### config.mk
export PLATFORM = sky130hd
export DESIGN_NAME = port_quiesce_ctrl
export DESIGN_NICKNAME = d
export VERILOG_FILES = /design/src/rtl/port_quiesce_ctrl.sv
export SDC_FILE = /design/constraint.sdc
export NUM_CORES = 1
export LEC_CHECK = 0
export BUFFER_PORTS_ARGS = -buffer_cell sky130_fd_sc_hd__buf_2
export CAP_MARGIN = 20
export CORE_MARGIN = 8
export CORE_UTILIZATION = 35
export CTS_CLUSTER_DIAMETER = 60
export CTS_CLUSTER_SIZE = 24
export DETAILED_ROUTE_END_ITERATION = 6
export PLACE_DENSITY_LB_ADDON = 0.12
export SLEW_MARGIN = 20
export SYNTH_ARGS = -nofsm -noshare
export SYNTH_HDL_FRONTEND = slang
export SYNTH_SLANG_ARGS = --single-unit
### constraint.sdc
create_clock -name clk -period 4.9 [get_ports clk]
set_clock_uncertainty 0.1 [all_clocks]
set_input_delay 0 -clock clk [delete_from_list [all_inputs] [get_ports clk]]
set_output_delay 0 -clock clk [all_outputs]
set_load 0.02 [all_outputs]
### src/rtl/port_quiesce_ctrl.sv
module port_quiesce_ctrl #(
  parameter int TIMEOUT_TICKS = 100
) (
  input  logic       clk,
  input  logic       rst_n,
  input  logic       halt_cmd,
  input  logic       port_idle,
  input  logic       port_halt_ack,
  input  logic       tick_ms,
  output logic       halt_req,
  output logic       done,
  output logic [1:0] result
);
  localparam int CW = $clog2(TIMEOUT_TICKS + 1);
  localparam logic [CW-1:0] LAST = CW'(TIMEOUT_TICKS - 1);
  localparam logic [1:0] RES_IDLE   = 2'd0;
  localparam logic [1:0] RES_HALTED = 2'd1;
  localparam logic [1:0] RES_FAILED = 2'd2;

  logic          waiting;
  logic [CW-1:0] tick_cnt;
  logic          wait_end;

  assign halt_req = waiting;
  assign wait_end = waiting && tick_ms && (port_halt_ack || tick_cnt == LAST);

  always_ff @(posedge clk or negedge rst_n) begin
    if (!rst_n) begin
      waiting  <= 1'b0;
      tick_cnt <= '0;
      done     <= 1'b0;
      result   <= RES_IDLE;
    end else begin
      done <= 1'b0;
      if (!waiting) begin
        if (halt_cmd) begin
          if (port_idle) begin
            done   <= 1'b1;
            result <= RES_IDLE;
          end else begin
            waiting  <= 1'b1;
            tick_cnt <= '0;
          end
        end
      end else if (wait_end) begin
        waiting <= 1'b0;
        done    <= 1'b1;
        result  <= port_idle ? RES_HALTED : RES_FAILED;
      end else if (tick_ms) begin
        tick_cnt <= tick_cnt + 1'b1;
      end
    end
  end
endmodule


==> results.yml <==
run_status:
  outcome: "finished, final reports clean"
grt:
  grt_pass1_vias: 507
  grt_first_pass_wirelength_mm: 2.46
  antenna_found_initial: 0
  track_usage_pct: 9.91
  grt_max_degree: 16
  grt-ovfl-total: 0
logic_synthesis:
  yosysUniqueCellTypes: 30
  netlist_instances: 62
  ys_top_cells_by_count: "11 x dfrtp_1, 7 x nand2_1, 4 x and3_1, 4 x nand3_1"
  ys_seq_area_share_pct: 44.2
  synth_area_um2: 623
  ys.flop_type: "dfrtp_1"
  yosysTopAreaCellShare_pct: 44.2
  avgSynthCellArea_um2: 10.0
  netlist.top_cell.by_area: "dfrtp_1"
  synthTopCellsByArea: "dfrtp_1 44%, nand2_1 4.2%, and3_1 4.0%"
  synthArstFlopShare_pct: 100
  syn_nets: 69
  synth_edf_count: 0
  synth-seq-cells: 11
  yosysWarnings: 0
  synth.most_common_cell: "dfrtp_1"
hold_path:
  hp-class: "in -> async"
floorplan:
  fp.coreArea_um2: 1710
  die_width_um: 58.2
  die_area_um2: 3390
  dieHeight_um: 58.2
  io_pins: 10
  start_util_pct: 36.5
  fp-row-count: 15
detailed_routing:
  drc: 0
  final_antenna_net_count: 0
  vias: 521
  drt_iter0_markers: 22
  first_pass_iters: 3
  drt-total-wl_mm: 1.39
  wire_per_inst_um: 13.5
  viasPerCell: 5.06
timing:
  setup_viol: 0
  rsz0062_at_grt: "false"
  hold_viol: 0
  fmax_mhz: 538
  period_needed_ns: 1.86
  finalCritPeriodShare_pct: 38.0
  slew_headroom_pct: 70.8
  slew_violations: 0
  tightest_slew_ns: 0.438
  setup_tns_ns: 0
power_and_ir_drop:
  finalPower_uw: 338
  vdd_drop_max_v: 0.000246
  leakage_nw: 0.357
  power_density_nw_per_um2: 446
placement:
  hpwl_mm: 1.01
  port_buffers: 9
  globalplace.congestion: 0.761
  dp_cells: 95
  dpl-instance-area_um2: 692
clocking:
  clock_sinks: 11
  clk_pin_slew_ns: 0.07
  cts_resized: 0
  cts_buffer_depth: 2
  htree_levels: 1
  root_buffer: "clkbuf_4"
  clk-insertion-delay-late_ns: 0.27
  cts_setup_buffers: 0
  cts_tree: "built"
  numCtsBuffers: 3
  holdBufCountCts: 4
worst_setup_path:
  cp.arrival_ns: 1.92
  cp-end-kind: "register"
  start_kind: "register"
  reg2regPathDepth: 5
  worstPathMaxFanout: 5
  path_class: "reg -> reg"
  required_ns: 4.96
final_layout:
  regArea_um2: 275
  fin_cells: 103
  n_fill_cell: 173
  fin_util_pct: 44.4
  diodes: 0
  multi_input_area_um2: 333
  area_delta_synth_final_pct: 21.7
  layout-drive-gt1-share_pct: 25.6
  final_nets: 86
  design_area_um2: 758
run:
  drv_cap: 0
## sequential cells by signal (all words and copies together), names as in the netlist
| signal | flops |
|---|---|
| done | 1 |
| halt_req | 1 |
| tick_cnt | 7 |
| result | 2 |
## worst max-delay path, cell delays in order (launching register included)
cell      delay, ns
dfrtp_1        0.42
ha_1           0.24
and2b_4        0.19
a211oi_4       0.32
nor2_2         0.12
a221o_1        0.36
## report_power, final
group / leakage (nW) / internal [mW] / switching (mW) / total (mW)
clock network: 0.0150 / 0.0316 / 0.0320 / 0.0635
registers: 0.132 / 0.123 / 0.0409 / 0.164
logic: 0.209 / 0.0597 / 0.0511 / 0.111
## final cells by class
type,instances,area share (%)
multi-input cells,48,43.9
inverters,2,0.990
flip-flops and latches,11,36.3
well taps,25,4.13
repair buffers,13,11.2
clock buffers,4,3.47
## layout by cell type (no fill, tap or decap), drive strengths merged, types with 2 or more instances in the layout
master       synthesis  routed
nor2                 4       4
a21oi                3       3
inv                  2       2
nor3b                2       2
a221o                2       2
and3                 4       4
nand3                4       4
dfrtp               11      11
o21ai                3       3
nand2b               2       2
dlygate4sd3          0       4
clkbuf               0       4
nand2                7       7
buf                  1       9
## stage by stage
step,worst slack (ns),hold WS [ns]
finish,3.04,0.0158
global route,2.91,0.0307
CTS,3.04,0.00405
detailed placement,3.03,-0.213
global placement,3.09,-0.211
floorplan,3.16,-0.396
## logic make-up (layout without fill, tap and decap cells)
kind of cell / count (synthesis) / after routing / synth area share [%]
compound gates: 16 / 16 / 20.9
fa+ha+maj: 1 / 1 / 2.01
flops: 11 / 11 / 44.2
xor+xnor: 1 / 1 / 1.41
buf+inv: 3 / 19 / 2.41
mux: 1 / 1 / 1.61
simple gates: 29 / 29 / 27.5
## routing by layer
layer  track usage (%)  wire length, um  up-vias
li1                  -                -      261
met1              10.6              651      245
met2              14.3              618       10
met3              5.74               86        5
met4              6.99               31        0
met5                 0                0        -
## worst paths after layout
check	start	end	slack (ns)
min in group clk	tick_ms	tick_cnt[2]	0.02
hold reg to reg	result[1]	result[1]	0.39
setup / recovery	tick_cnt[0]	tick_cnt[5]	3.04
max in group asynchronous	rst_n	tick_cnt[1]	4.47
hold / removal	rst_n	result[0]	0.02
setup reg to reg	tick_cnt[0]	tick_cnt[5]	3.04
Power figures use the tool's default switching activity.
